`src/rtl/extl_pkg.sv`:
```
package extl_pkg;

    typedef struct packed {
        logic rise;
        logic fall;
    } trig_en_t;

    function automatic int sel_width(input int n_pins);
        return (n_pins > 1) ? $clog2(n_pins) : 1;
    endfunction

    // Edge match for a given trigger configuration
    function automatic logic edge_hit(input trig_en_t t, input logic now, input logic was);
        return (t.rise & now & ~was) | (t.fall & ~now & was);
    endfunction

endpackage

```
`src/rtl/extl_line_tap.sv`:
```
module extl_line_tap
    import extl_pkg::*;
#(
    parameter int N_PINS = 16,
    parameter int SEL_W  = 4
) (
    input  logic              clk,
    input  logic              rst,
    input  logic [N_PINS-1:0] pins,
    input  logic [SEL_W-1:0]  sel,
    input  trig_en_t          trig,
    output logic              hit
);
    logic             lvl_now;
    logic             lvl_q;
    logic [SEL_W-1:0] sel_q;
    logic             armed_q;

    always_comb begin
        lvl_now = 1'b0;
        for (int p = 0; p < N_PINS; p++) begin
            if (sel == SEL_W'(p)) lvl_now = pins[p];
        end
    end

    always_ff @(posedge clk) begin
        if (rst) begin
            lvl_q   <= 1'b0;
            sel_q   <= '0;
            armed_q <= 1'b0;
        end else begin
            lvl_q   <= lvl_now;
            sel_q   <= sel;
            armed_q <= 1'b1;
        end
    end

    // A selector change or the first cycle after reset yields no edge
    assign hit = armed_q && (sel == sel_q) && edge_hit(trig, lvl_now, lvl_q);

endmodule

```
`src/rtl/extl_pend_cell.sv`:
```
module extl_pend_cell (
    input  logic clk,
    input  logic rst,
    input  logic hit,
    input  logic sw_set,
    input  logic clr,
    input  logic en,
    output logic pend,
    output logic irq
);
    logic pend_q;

    always_ff @(posedge clk) begin
        if (rst) pend_q <= 1'b0;
        else     pend_q <= (pend_q & ~clr) | hit | sw_set;
    end

    assign pend = pend_q;
    assign irq  = pend_q & en;

endmodule

```
`src/rtl/extl_ctrl.sv`:
```
module extl_ctrl
    import extl_pkg::*;
#(
    parameter  int N_PINS  = 16,
    parameter  int N_LINES = 4,
    localparam int SEL_W   = sel_width(N_PINS)
) (
    input  logic                     clk,
    input  logic                     rst,
    input  logic [N_PINS-1:0]        pin_lvl_i,
    input  logic [N_LINES*SEL_W-1:0] src_sel_i,
    input  logic [N_LINES-1:0]       rise_en_i,
    input  logic [N_LINES-1:0]       fall_en_i,
    input  logic [N_LINES-1:0]       int_en_i,
    input  logic [N_LINES-1:0]       sw_set_i,
    input  logic [N_LINES-1:0]       pend_clr_i,
    output logic [N_LINES-1:0]       pend_o,
    output logic [N_LINES-1:0]       irq_o
);
    logic [N_LINES-1:0] hit;

    for (genvar i = 0; i < N_LINES; i++) begin : g_line
        trig_en_t trig;
        assign trig = '{rise: rise_en_i[i], fall: fall_en_i[i]};

        extl_line_tap #(.N_PINS(N_PINS), .SEL_W(SEL_W)) u_tap (
            .clk  (clk),
            .rst  (rst),
            .pins (pin_lvl_i),
            .sel  (src_sel_i[i*SEL_W +: SEL_W]),
            .trig (trig),
            .hit  (hit[i])
        );

        extl_pend_cell u_cell (
            .clk    (clk),
            .rst    (rst),
            .hit    (hit[i]),
            .sw_set (sw_set_i[i]),
            .clr    (pend_clr_i[i]),
            .en     (int_en_i[i]),
            .pend   (pend_o[i]),
            .irq    (irq_o[i])
        );
    end

endmodule

```
`config.mk`:
```
export PLATFORM = sky130hd
export DESIGN_NAME = extl_ctrl
export DESIGN_NICKNAME = d
export VERILOG_FILES = /design/src/rtl/extl_pkg.sv /design/src/rtl/extl_line_tap.sv /design/src/rtl/extl_pend_cell.sv /design/src/rtl/extl_ctrl.sv
export SDC_FILE = /design/constraint.sdc
export NUM_CORES = 1
export LEC_CHECK = 0
export BUFFER_PORTS_ARGS = -buffer_cell sky130_fd_sc_hd__buf_4
export CORE_MARGIN = 2
export CORE_UTILIZATION = 49
export CTS_BUF_LIST = sky130_fd_sc_hd__clkbuf_8 sky130_fd_sc_hd__clkbuf_16
export DETAILED_ROUTE_END_ITERATION = 6
export PLACE_DENSITY_LB_ADDON = 0.15
export SYNTH_ARGS = -nofsm -noshare
export SYNTH_HDL_FRONTEND = slang
export SYNTH_SLANG_ARGS = --single-unit
```
`constraint.sdc`:
```
create_clock -name clk -period 2.6 [get_ports clk]
set_input_delay 0.52 -clock clk [delete_from_list [all_inputs] [get_ports clk]]
set_output_delay 0.52 -clock clk [all_outputs]
set_load 0.02 [all_outputs]
```
After elaboration in Yosys (flattened, before gate mapping)
Index checks and enable logic that the tools add are counted.
{ "word_totals": {"input_bits": 54, "output_inout_bits": 8, "register_bits": 25, "elab_cells": 202} }
{ "op_classes": {"bitwise_logic": 48, "n_reduce_logical": 12, "n_mux": 65, "n_eq_ne": 64} }
{ "ops": {"columns": ["op", "count"], "rows": [
  ["$eq 4x4->1 const B", 32],
  ["$mux 1", 65],
  ["$eq 4x3->1 const B", 16],
  ["$eq 4x2->1 const B", 8],
  ["$and 1x1->1", 24],
  ["$eq 4x1->1 const B", 4],
  ["$eq 4x4->1", 4],
  ["$logic_not 4->1", 4],
  ["$not 1->1", 12],
  ["$or 1x1->1", 12],
  ["$logic_and 1x1->1", 8]
]} }

Longest topological paths before layout
Gate-level depths: netlist (run 1).
{ "logic_depth": {"depth_word": 24, "mapped_depth": 6, "depth_no_buf": 5} }

By module
Synthesis (run 1) repeated with hierarchy kept, for this count alone.
{ "hier_totals": {"hier_cells": 176, "hier_area_um2": 1721.7} }
{ "modules_own_cells": {"columns": ["module", "cells_per_inst", "area_per_inst_um2", "n_inst"], "rows": [
  ["extl_line_tap", 39, 389.1, 4],
  ["extl_pend_cell", 5, 41.3, 4]
]} }

Worst setup path before layout (run 1)
Ideal clock, no wire load.
{ "synth_timing": {"kind": "input to register", "start": "in src_sel_i[4]", "end": "reg g_line[1].u_cell.pend_q", "required_ns": 2.472, "path_stages": 6, "path_buffers": 1, "slack_ns": 0.513, "arrival_ns": 1.959, "path_cell_list": "buf_6 > mux4_1 > mux4_2 > and3b_1 > o21ai_1 > o21ai_1"} }
{ "synth_between": {"elab_chain_len": 24, "word_cells_on_any_way": 43} }
{ "synth_rtl": {"columns": ["item", "line", "source"], "rows": [
  ["from (decl)", "extl_ctrl.sv:11", "input logic [N_LINES*SEL_W-1:0] src_sel_i,"],
  ["$logic_not 4->1", "extl_line_tap.sv:22", "if (sel == SEL_W'(p)) lvl_now = pins[p];"],
  ["$mux 1 (16 in series)", "extl_line_tap.sv:22", null],
  ["$not 1->1", "extl_pkg.sv:14", "return (t.rise & now & ~was) | (t.fall & ~now & was);"],
  ["$and 1x1->1 (2 in series)", "extl_pkg.sv:14", null],
  ["$or 1x1->1", "extl_pkg.sv:14", null],
  ["$logic_and 1x1->1 *", "extl_line_tap.sv:39", "assign hit = armed_q && (sel == sel_q) && edge_hit(trig, lvl_now, lvl_q);"],
  ["$or 1x1->1 * (2 in series)", "extl_pend_cell.sv:15", "else pend_q <= (pend_q & ~clr) | hit | sw_set;"],
  ["to (signal assigned)", "extl_pend_cell.sv:15", null],
  ["to (decl)", "extl_pend_cell.sv:11", "logic pend_q;"]
]} }
Every way passes the cells marked *; elsewhere a longest branch is shown, timed or not.
A chain may end at the register's enable or synchronous reset.

Worst setup path after layout (run 1)
Ends and elaborated chain as after synthesis.

==> run summary, run 1 <==
The area of the core region is 0.00331 sq mm. The headroom to the max-slew limit is 69.5%. The number of slew-limit violations in the final report came out at 0.

After technology mapping, the gate count stands at 182. The count of buffers from port buffering is 61. The first global-routing pass estimated 6710 um of wire. The highest fanout seen on the critical path came out at 6.

After filler insertion, the fill cell instance count of the layout stands at 305. The total wire length came out at 3860 um. The classification of the worst setup path is in -> reg.

The count of cell instances traversed by the critical path is 6. In this run, synthesis produced a sequential element count of 25. For this block, the via count after detailed routing is 1472. The total of warnings raised by yosys is 0. Summing all placed instances gives a cell area of 0.00209 sq mm. The die covers 0.00393 sq mm. The total setup violations reported at the end of the flow is 0. The cell type of the slowest stage on the worst timing path is mux4_1. The most used flip-flop cell after synthesis is dfxtp_1. The flow ran to the end, and the final reports show no timing, DRC or antenna violations. The cell class contributing the biggest share of worst-path delay is multiplexers. Data arrives at the worst endpoint at 2.08 ns. The proportion of register bits with asynchronous set or reset after synthesis is 0%. The floorplan step set the die height to 62.7 um. The worst supply voltage drop on vdd is 0.228 mV. The average size of a mapped cell came out at 9.28 sq um. The number of global-route vias before repair came to 1458.

Walking the worst path, the cells encountered are buf_4 -> mux4_1 -> mux4_2 -> and3b_1 -> o21ai_1 -> o21ai_1. Leaving out fill and tap cells, the most frequent cell in the layout is buf_4. The routed via count divided by cell count came out at 5.37.

The cell at the root of the clock tree is clkbuf_8. Adding up every negative setup slack in the final design gives 0 ns. In this run, the clock network consumes 24.5% of the power. The number of remaining DRC errors came out at 0. The global-route usage over all layers is 21.0%.

The capture instance of the worst register-to-register path is g_line[3].u_cell.pend$_SDFF_PP0_. The shortest period the worst path allows came out at 1.93 ns. The portion of total power attributed to sequential cells is 46.9%. After clock tree synthesis, the repair step resized 0 gates. After synthesis the cells add up to 0.00169 sq mm. Buffers added to address setup during post-CTS repair amount to 0. The number of antenna violations at the first check in global routing is 0. The cell-internal power came out at 0.655 mW. The starting density of the core is 51.0%.

The last element of the critical path is g_line[1].u_cell.pend$_SDFF_PP0_. The placer's final routability congestion estimate is 0.890. The register-to-register setup slack is 1.12 ns.

The insertion delay to the later sink of the worst-skew pair came out at 0.26 ns. In this run the number of H-tree levels came out at 1. The tool flagged a number of max-cap violations equal to 0. The worst setup path is captured at a flop. The largest net degree at the start of global routing is 25. The number of distinct standard cells referenced by the synthesized netlist came out at 44.

Tracing the worst setup path back leads to its startpoint at src_sel_i[4]. With fillers left out, the area of the finished cells amounts to 0.00214 sq mm. In this run the remaining antenna-violating nets after routing total 0. At the pin with the least slew margin, the transition time is 0.456 ns.

The worst reg2reg path depth came out at 5. The top achievable clock speed is 517 MHz. The longest clock path from root to sink contains 2 buffers. In this run the horizontal extent of the chip is 62.7 um. The row count came out at 21. Compared with the post-synthesis result, the final layout area differs by 26.5%. The cell that appears most often on the critical path is o21ai_1. The worst register-to-register path begins at g_line[3].u_tap.armed_q$_DFF_P_. Before antenna repair, the detailed router went through 4 iterations.

The relative contribution of combinational cells to total power is 28.6%. The path class of the tightest hold or removal check is in -> reg. The required time of the critical path came out at 2.75 ns.

The number of flops mapped to enable cells by yosys came out at 0. After clock tree synthesis, the flow added hold-fix buffers numbering 0. Summed over all nets, the switching power comes to 0.236 mW. TritonCTS built the clock tree.

At the end of the flow, the number of nets in the layout was 283. The total count of hold-check failures in the final report is 0. For this design the top-level I/O count stands at 62. The fraction of final layout cells sized beyond drive strength 1 is 32.9%.

The final critical path takes up 74.4% of the cycle. By area the synthesized netlist is led by dfxtp_1 (30%), mux4_2 (11%), mux2i_1 (5.3%). The launching element type of the critical path is an input pin. The share of synthesized area occupied by flip-flops and latches came out at 29.6%. The detailed-route wire length per cell came out at 14.1 um. The sink count of the clock tree came out at 25. The CTS clock-pin slew for the worst setup and hold paths is 0.08 ns. The total area of multi-input combinational cells is 0.00105 sq mm. Setup repair after global routing left no endpoint under its margin. The switching share of power came out at 26.5%. The iteration-0 DRC count of the detailed router is 42.

The total power per unit cell area is 417 mW/mm^2. For the final database, setup skew stands at 0.00155 ns. The synthesized design spends more area on one cell type than any other, namely dfxtp_1. For this run the aggregate overflow at the end of global routing stands at 0. The maximum cell stage delay along the critical path is 0.56 ns. The number of buffers created by CTS came out at 3. After synthesis, the largest area contributor takes up 29.6% of total cell area. 0 antenna diodes ended up in the layout. In the final layout, flip-flops and latches occupy 500 sq um. The reported leakage power is 0.965 nW. Leaving out fill and tap cells, the most frequent cells in the layout are buf_4 (61), dfxtp_1 (25), nor2b_1 (14). The combined buffer and inverter count along the critical path came out at 1. The wire-length estimate of the detail-placed layout is 3100 um. Counting every net in the synthesized netlist gives 236.
-- stage by stage --
stage	utilization, %	hold WS [ns]	total power, mW	std cells	setup slack, ns
finish	64.6	0.493	0.892	274	0.666
global route	64.6	0.489	0.951	274	0.536
CTS	64.6	0.489	0.904	274	0.660
detailed placement	63.2	0.492	0.683	270	0.383
global placement	63.2	0.480	0.674	270	0.453
floorplan	-	0.459	0.583	182	0.513
-- worst min-delay path by stage --
stage	startpoint	end	slack, ns	cells after the start
final	sw_set_i[1]	g_line[1].u_cell.pend$_SDFF_PP0_	0.49	3
after global routing	sw_set_i[1]	g_line[1].u_cell.pend$_SDFF_PP0_	0.49	3
after CTS	sw_set_i[1]	g_line[1].u_cell.pend$_SDFF_PP0_	0.49	3
after detailed placement	g_line[0].u_tap.lvl_q$_SDFF_PP0_	g_line[0].u_cell.pend$_SDFF_PP0_	0.49	2
after global placement	g_line[0].u_tap.lvl_q$_SDFF_PP0_	g_line[0].u_cell.pend$_SDFF_PP0_	0.48	2
after floorplan	g_line[0].u_tap.lvl_q$_SDFF_PP0_	g_line[0].u_cell.pend$_SDFF_PP0_	0.46	2
-- Yosys cell counts, types with 2 or more instances --
| cell | n |
|---|---|
| a21oi_1 | 3 |
| and2_1 | 6 |
| buf_2 | 3 |
| buf_4 | 8 |
| clkbuf_1 | 7 |
| dfxtp_1 | 25 |
| inv_1 | 8 |
| mux2i_1 | 9 |
| mux4_1 | 3 |
| mux4_2 | 8 |
| nand2_1 | 12 |
| nand2b_1 | 3 |
| nand3_1 | 4 |
| nand3b_1 | 3 |
| nor2_1 | 13 |
| nor2b_1 | 14 |
| nor3_1 | 3 |
| nor4_1 | 2 |
| o2111ai_1 | 2 |
| o21ai_0 | 6 |
| o21ai_1 | 2 |
| o311ai_1 | 2 |
| xnor2_1 | 7 |
| xor2_1 | 9 |
-- flip-flops by register name, indices dropped and copies added, names as in the netlist --
name and count:
g_line.u_tap.lvl_q 4, g_line.u_tap.sel_q 16, g_line.u_cell.pend 4, g_line.u_tap.armed_q 1
-- cell families after synthesis --
logic type / synth area share [%]
buffers and inverters: 8.44
DFF: 29.6
muxes: 21.3
xor gates and xnor gates: 8.30
AOI/OAI and AO/OA: 11.4
and+or+nand+nor: 20.9
-- final cells by class --
cell class	instances	area share [%]
well taps	46	2.69
flip-flops and latches	25	23.4
multi-input cells	130	48.9
inverters	8	1.41
clock buffers	3	1.93
clock inverters	1	0.176
repair buffers	61	21.4
-- routing by layer --
metal  track usage (%)  up-vias  share of wire, %
li1                  -      725                 -
met1              26.4      680                42
met2              36.7       65                49
met3              5.23        2               8.2
met4              4.17        0              0.34
met5                 0        -                 0
-- worst reg2reg max path, cell delays in order (launching register included) --
cell and delay [ns]:
dfxtp_1 0.31, nor2b_1 0.39, nand2_1 0.14, nor4b_1 0.31, o211a_1 0.20, a211o_1 0.09
-- power by group through the flow --
| stage | Clock, mW | Combinational, mW | Sequential [mW] |
|---|---|---|---|
| finish | 0.218 | 0.255 | 0.418 |
| CTS | 0.229 | 0.257 | 0.418 |
| floorplan | 0 | 0.159 | 0.425 |
| global route | 0.248 | 0.282 | 0.421 |
| detailed placement | 0 | 0.255 | 0.427 |
| global placement | 0 | 0.248 | 0.426 |
No activity file was read; power rests on OpenSTA's default activity.
==> inputs of run 2 (changes only) <==
--- a/config.mk
+++ b/config.mk
@@ -7,7 +7,7 @@
 export LEC_CHECK = 0
 export BUFFER_PORTS_ARGS = -buffer_cell sky130_fd_sc_hd__buf_4
 export CORE_MARGIN = 2
-export CORE_UTILIZATION = 49
+export CORE_UTILIZATION = 45
 export CTS_BUF_LIST = sky130_fd_sc_hd__clkbuf_8 sky130_fd_sc_hd__clkbuf_16
 export DETAILED_ROUTE_END_ITERATION = 6
 export PLACE_DENSITY_LB_ADDON = 0.15
==> constraint.sdc (replaced) <==
create_clock -name clk -period 1.6 [get_ports clk]
set_input_delay 0.32 -clock clk [delete_from_list [all_inputs] [get_ports clk]]
set_output_delay 0.32 -clock clk [all_outputs]
set_load 0.02 [all_outputs]
==> run summary, run 2 (synthesis gave the netlist of run 1 again) <==
The run finished with clean final reports. The first-pass GRT wire length came out at 6820 um (+1.7%). The starting density of the core came out at 46.5% (-4.5 points). The sink count of the clock tree was 25 (unchanged). The highest fanout seen on the critical path came out at 3 (-3). The number of buffers created by CTS is 3 (unchanged). The startpoint of the most critical register-to-register path is g_line[3].u_tap.armed_q$_DFF_P_.

The combined flip-flop and latch cell area is 500 sq um (unchanged). The width of the die came out at 65.3 um (+4.1%). The worst hold path terminates at g_line[1].u_cell.pend$_SDFF_PP0_.

The antenna violation net count after detailed routing came out at 0 (unchanged). The library cells used most frequently in the layout, excluding fill and tap cells, are buf_4 (93), dfxtp_1 (25), nor2b_1 (14). Walking the worst path, the cells encountered are buf_4 -> mux4_2 -> mux4_2 -> and3b_1 -> o21ai_1 -> o21ai_1.

The iteration-0 DRC count of the detailed router came out at 63 (+50%). The layout filler cell count is 331 (+8.5%). The number of maximum-capacitance violations is 0 (unchanged). Dividing the final minimum period by the clock period gives 98.8%.

The number of remaining DRC errors came out at 0 (unchanged). The total area of multi-input combinational cells is 0.00108 sq mm (+3.3%). The overall die area came out at 0.00426 sq mm (+8.3%). The pre-CTS setup slack came to -0.363 ns (-0.746 ns). The row count came out at 22 (+4.8%). The required time of the critical path is 1.76 ns (-0.99 ns).

The cell class contributing the biggest share of worst-path delay is multiplexers. The number of global-route vias before repair is 1525 (+4.6%). The worst path setup slack after routing is 0.0198 ns (-0.646 ns). The hold path depth came out at 3 (unchanged). The type of the most critical hold path is in -> reg. The setup total negative slack came out at 0 ns (unchanged).

The met2 track demand over resource came out at 33.9% (-2.8 points). Setup repair after global routing could not meet its margin everywhere. The worst setup path is captured at a flop. The number of slew-limit violations in the final report is 0 (unchanged). The maximum cell stage delay along the critical path came out at 0.50 ns (-0.06 ns). The area of the core region came out at 0.00363 sq mm (+9.8%). The transition time at the pin with the least slew margin was 0.283 ns (-0.173 ns). The worst setup path is of the in -> reg kind.

The insertion delay to the later sink of the worst-skew pair is 0.27 ns (about the same). The count of buffers from port buffering was 61 (unchanged). The vertical die dimension came out at 65.3 um (+4.1%). Compared with the post-synthesis result, the final layout area differs by 44.2%. The global-route usage over all layers came out at 20.8% (-0.18 points). The number of nets in the finished design is 316 (+12%). The headroom to the max-slew limit is 80.8% (+11 points).

The via total after detailed routing is 1597 (+8.5%). The total wire length came out at 4090 um (+6.0%). The combined buffer and inverter count along the critical path is 1 (unchanged).

The reported leakage power is 1.13 nW (+17%). The met1 track utilization from global routing came out at 29.4% (+3.1 points). The total power of the final layout is 1.55 mW (+74%).

The count of antenna diodes in the layout came out at 0 (unchanged). The fraction of final layout cells sized beyond drive strength 1 came out at 45.2% (+12 points). Among all stages on the critical path, the largest delay is contributed by mux4_2. The total count of hold-check failures in the final report is 0 (unchanged). The shortest period the worst path allows came out at 1.58 ns. The launching element type of the critical path is an input pin.

The detailed-route wire length per cell is 13.2 um (-6.0%). The capture instance of the worst register-to-register path is g_line[3].u_cell.pend$_SDFF_PP0_. The total power per unit cell area came out at 637 mW/mm^2 (+53%). The top achievable clock speed is 633 MHz. The number of antenna violations at the first check in global routing is 0 (unchanged). The post-cts hold buffer count is 0 (unchanged). The worst supply voltage drop on vdd came out at 0.410 mV (+80%). The leftover overflow at the end of global routing came out at 0 (unchanged).

TritonCTS built the clock tree. The final HPWL from detailed placement is 3490 um (+12%). The global routing stage identified its most utilized layer as met2.

The CTS clock-pin slew for the worst setup and hold paths came out at 0.09 ns (about the same). The total setup violations reported at the end of the flow is 0 (unchanged). The most common cell after layout, fill and taps aside is buf_4.

The worst hold path begins at sw_set_i[1]. The routed via count divided by cell count is 5.17 (-3.8%). The register-to-register setup slack came to 0.29 ns (-0.83 ns).

The number of iterations in the first detailed-routing pass came out at 4 (unchanged). The placer's final routability congestion estimate is 0.965 (+8.4%). The maximum number of buffers from clock root to sink is 2 (unchanged). The register ranked first by flip-flop count is g_line.u_tap.sel_q. The routing usage on met3 is 2.40% (-2.8 points). The cell at the root of the clock tree is clkbuf_8. The worst reg2reg path depth is 6 (+1). The largest net degree at the start of global routing is 24 (-4.0%). The arrival time reported for the critical path endpoint came to 1.74 ns (-0.34 ns). The number of top-level pins came out at 62 (unchanged).

The final worst clock skew came to 0.00282 ns (+0.00127 ns). The count of H-tree levels built during CTS came out at 1 (unchanged). The number of flip-flops under the largest register name came out at 16 (unchanged).
-- run 2: cell types whose count changed in the layout (fill, tap and decap cells not counted), moves of 2 or more --
cell      previous run  this run
buf_4               61        93
mux4_2               8        11
o311ai_1             2         0
mux4_1               3         0
-- run 2: how the worst max path moves through the flow --
stage | cells past startpoint | slack [ns] | end | from
floorplan | 6 | -0.25 | g_line[1].u_cell.pend$_SDFF_PP0_ | src_sel_i[4]
global placement | 6 | -0.33 | g_line[1].u_cell.pend$_SDFF_PP0_ | src_sel_i[4]
detailed placement | 6 | -0.36 | g_line[1].u_cell.pend$_SDFF_PP0_ | src_sel_i[4]
CTS | 6 | 0.006 | g_line[1].u_cell.pend$_SDFF_PP0_ | src_sel_i[4]
global route | 6 | -0.03 | g_line[1].u_cell.pend$_SDFF_PP0_ | src_sel_i[4]
finish | 6 | 0.02 | g_line[1].u_cell.pend$_SDFF_PP0_ | pin_lvl_i[15]
-- run 2: area by class of cell --
cell class	count	share of cell area (%)
clock buffers	3	1.69
multi-input cells	130	44.4
repair buffers	94	29.5
well taps	48	2.47
clock inverters	1	0.205
flip-flops and latches	25	20.5
inverters	8	1.23
-- run 2: power by group --
part / switching [mW] / internal (mW)
logic: 0.206 / 0.297
clock network: 0.197 / 0.174
registers: 0.0166 / 0.662
-- run 2: what timing repair did --
action                     CTS  global route
buffers inserted             0             0
cloned                       0             0
resized for setup            3             6
setup endpoints to repair    1             2
pin swaps                    1             2
-- run 2: tightest hold or removal path, stage by stage --
cell and delay [ns]:
buf_4 0.08, a21oi_1 0.03, o21ai_1 0.10
-- run 2: stage by stage --
| step | area, sq um | util (%) | instances | hold WS [ns] |
|---|---|---|---|---|
| 2_1_floorplan | 1730 | - | 182 | 0.401 |
| 4_1_cts | 2400 | 66.2 | 309 | 0.290 |
| 3_3_place_gp | 2350 | 64.6 | 305 | 0.491 |
| 3_5_place_dp | 2350 | 64.6 | 305 | 0.491 |
| 5_1_grt | 2440 | 67.0 | 309 | 0.290 |
| 6_report | 2440 | 67.0 | 309 | 0.286 |
-- run 2: per-layer routing --
layer  up-vias  share of wire [%]
li1        793                  -
met5         -                  0
met3         4                5.9
met4         0               0.81
met2        49                 45
met1       751                 48
==> inputs of run 3 (changes only) <==
--- a/config.mk
+++ b/config.mk
@@ -7,8 +7,8 @@
 export LEC_CHECK = 0
 export BUFFER_PORTS_ARGS = -buffer_cell sky130_fd_sc_hd__buf_4
 export CORE_MARGIN = 2
-export CORE_UTILIZATION = 45
-export CTS_BUF_LIST = sky130_fd_sc_hd__clkbuf_8 sky130_fd_sc_hd__clkbuf_16
+export CORE_UTILIZATION = 46
+export CTS_BUF_LIST = sky130_fd_sc_hd__clkbuf_8
 export DETAILED_ROUTE_END_ITERATION = 6
 export PLACE_DENSITY_LB_ADDON = 0.15
 export SYNTH_ARGS = -nofsm -noshare
==> run summary, run 3 (synthesis gave the netlist of run 1 again) <==
The flow ran to the end, and the final reports show no timing, DRC or antenna violations. The number of remaining DRC errors is 0 (unchanged). The highest fanout seen on the critical path came out at 2 (-1). The sink count of the clock tree came out at 25 (unchanged). The top achievable clock speed came out at 627 MHz (-0.85%). The cell-internal power is 1.12 mW (-0.72%).

The reported leakage power was 1.11 nW (-1.8%). Tracing the worst setup path back leads to its startpoint at pin_lvl_i[7]. The setup path with the least slack is of type in -> reg. The leftover overflow at the end of global routing is 0 (unchanged). The path class of the tightest hold or removal check is in -> reg.

The pre-CTS setup slack came to -0.359 ns (+0.00399 ns). The placer's final routability congestion estimate was 0.904 (-6.3%). The launching element type of the critical path is an input pin.

The worst path setup slack after routing is 0.00619 ns (-0.0136 ns). The antenna violation net count after detailed routing is 0 (unchanged). The number of flip-flops under the largest register name was 16 (unchanged).

The met3 routed wirelength came to 312 um (+29%). The row count is 22 (unchanged). The net switching power came out at 0.428 mW (+1.8%).

Setup repair after global routing could not meet its margin everywhere. The transition time at the pin with the least slew margin is 0.353 ns (+0.0697 ns). The global-route usage over all layers came out at 23.4% (+2.6 points). The via total after detailed routing is 1596 (-0.063%). The number of slew-limit violations in the final report is 0 (unchanged).

The count of H-tree levels built during CTS is 1 (unchanged). The total setup violations reported at the end of the flow is 0 (unchanged). The overall die area was 0.00417 sq mm (-2.0%). The number of top-level pins came out at 62 (unchanged). The total wire length was 4490 um (+9.7%). The headroom to the max-slew limit was 76.3% (-4.6 points). The final HPWL from detailed placement came out at 3570 um (+2.3%).

The shortest period the worst path allows is 1.59 ns (+0.0136 ns). The clock tree from TritonCTS is built. The insertion delay to the later sink of the worst-skew pair is 0.27 ns (about the same).

The source of the worst hold timing path is sw_set_i[1]. The summed area of non-filler cells in the final layout came to 0.00240 sq mm (-1.4%). The routed via count divided by cell count came out at 5.23 (+1.2%).

The starting density of the core came to 46.8% (+0.35 points). The arrival time reported for the critical path endpoint is 1.76 ns (+0.02 ns). The total count of hold-check failures in the final report came out at 0 (unchanged). The library cell used most frequently in the layout, excluding fill and tap cells, is buf_4. The portion of total power attributed to sequential cells is 43.8% (about the same). In the layout the commonest cells are buf_4 (89), dfxtp_1 (25), nor2b_1 (14).

The switching share of power came out at 27.6% (+0.50 points). The CTS clock-pin slew for the worst setup and hold paths was 0.09 ns (about the same). In this run the critical register-to-register path is launched from g_line[3].u_tap.armed_q$_DFF_P_. The number of iterations in the first detailed-routing pass is 4 (unchanged).

The worst supply voltage drop on vdd came to 0.337 mV (-18%). The cell sitting at the root of the clock tree is a clkbuf_8. The relative area change from synthesis to final layout is 42.2%.

The final worst clock skew came out at 0.00248 ns (-0.000335 ns). The placed standard-cell area came out at 0.00231 sq mm (-1.6%). The largest net degree at the start of global routing came out at 24 (unchanged). The relative contribution of combinational cells to total power is 32.3% (about the same). The count of antenna diodes in the layout came out at 0 (unchanged). The number of buffers created by CTS came out at 3 (unchanged). The detailed-route wire length per cell is 14.7 um (+11%). The post-cts hold buffer count is 0 (unchanged). The width of the die came out at 64.6 um (-1.0%).

The number of maximum-capacitance violations is 0 (unchanged). The worst setup path is captured at a flop. The routed length on met1 came out at 1980 um (+0.20%). The iteration-0 DRC count of the detailed router is 67 (+6.3%). The number of antenna violations at the first check in global routing is 0 (unchanged). The placed instance count came to 300 (-1.6%). The total power per unit cell area was 646 mW/mm^2 (+1.4%).

The worst hold slack across all endpoints came out at 0.282 ns (-0.00474 ns). The required time of the critical path came out at 1.76 ns (about the same). The register ranked first by flip-flop count is g_line.u_tap.sel_q. The first-pass GRT wire length was 7600 um (+11%).

The area of the core region came out at 0.00361 sq mm (-0.76%). The number of global-route vias before repair came to 1699 (+11%). The count of placed standard cells in the final layout, fillers left out came to 305 (-1.3%). The count of buffers from port buffering came out at 61 (unchanged). The share of power burned in the clock network came out at 23.9% (about the same).

The fraction of the cycle the final worst path needs came out at 99.6% (+0.85 points). The number of nets in the finished design is 312 (-1.3%). The wire length on met2 is 2150 um (+17%).

The vertical die dimension came out at 64.6 um (-1.0%). After detailed routing, no signal wire sits above met4. The fraction of final layout cells sized beyond drive strength 1 was 43.6% (-1.6 points).

The maximum number of buffers from clock root to sink is 2 (unchanged).
[run 3: what timing repair did]
action / in CTS / in global routing
pin swaps: 1 / 2
gates resized for setup: 1 / 6
setup endpoints to repair: 1 / 2
setup buffers: 1 / 0
[run 3: power by group through the flow]
stage	registers (mW)	logic (mW)	clock network, mW
floorplan	0.690	0.276	0
global placement	0.692	0.469	0
detailed placement	0.695	0.480	0
CTS	0.680	0.489	0.380
global route	0.685	0.546	0.411
finish	0.680	0.502	0.370
[run 3: layout make-up]
class	instances	area, sq um
Timing Repair Buffer	90	688
Clock buffer	3	41.3
Clock inverter	1	3.75
Inverter	8	30.0
Multi-Input combinational cell	130	1080
Sequential cell	25	500
Fill cell	295	1200
Tap cell	48	60.1
[run 3: path summary, 6_finish.rpt]
kind	to	slack, ns	cells past startpoint
hold / removal	g_line[1].u_cell.pend$_SDFF_PP0_	0.28	3
hold reg to reg	g_line[0].u_cell.pend$_SDFF_PP0_	0.53	2
setup / recovery	g_line[1].u_cell.pend$_SDFF_PP0_	0.006	6
setup reg to reg	g_line[3].u_cell.pend$_SDFF_PP0_	0.18	6
[run 3: critical path, cell delays in order]
cell and delay (ns):
buf_4 0.12, mux4_2 0.47, mux4_2 0.47, and3b_1 0.19, o21ai_1 0.11, o21ai_1 0.07
[run 3: per-layer routing]
| layer | vias up | track usage, % |
|---|---|---|
| li1 | 787 | - |
| met2 | 62 | 39.2 |
| met4 | 0 | 7.45 |
| met5 | - | 0 |
| met1 | 743 | 31.6 |
| met3 | 4 | 2.78 |
[run 3: metrics by stage]
step	total power [mW]	TNS (ns)	util, %
floorplan	0.966	-0.356	-
global placement	1.16	-0.999	64.0
detailed placement	1.17	-1.07	64.0
CTS	1.55	0	65.6
global route	1.64	-0.0852	66.6
finish	1.55	0	66.6
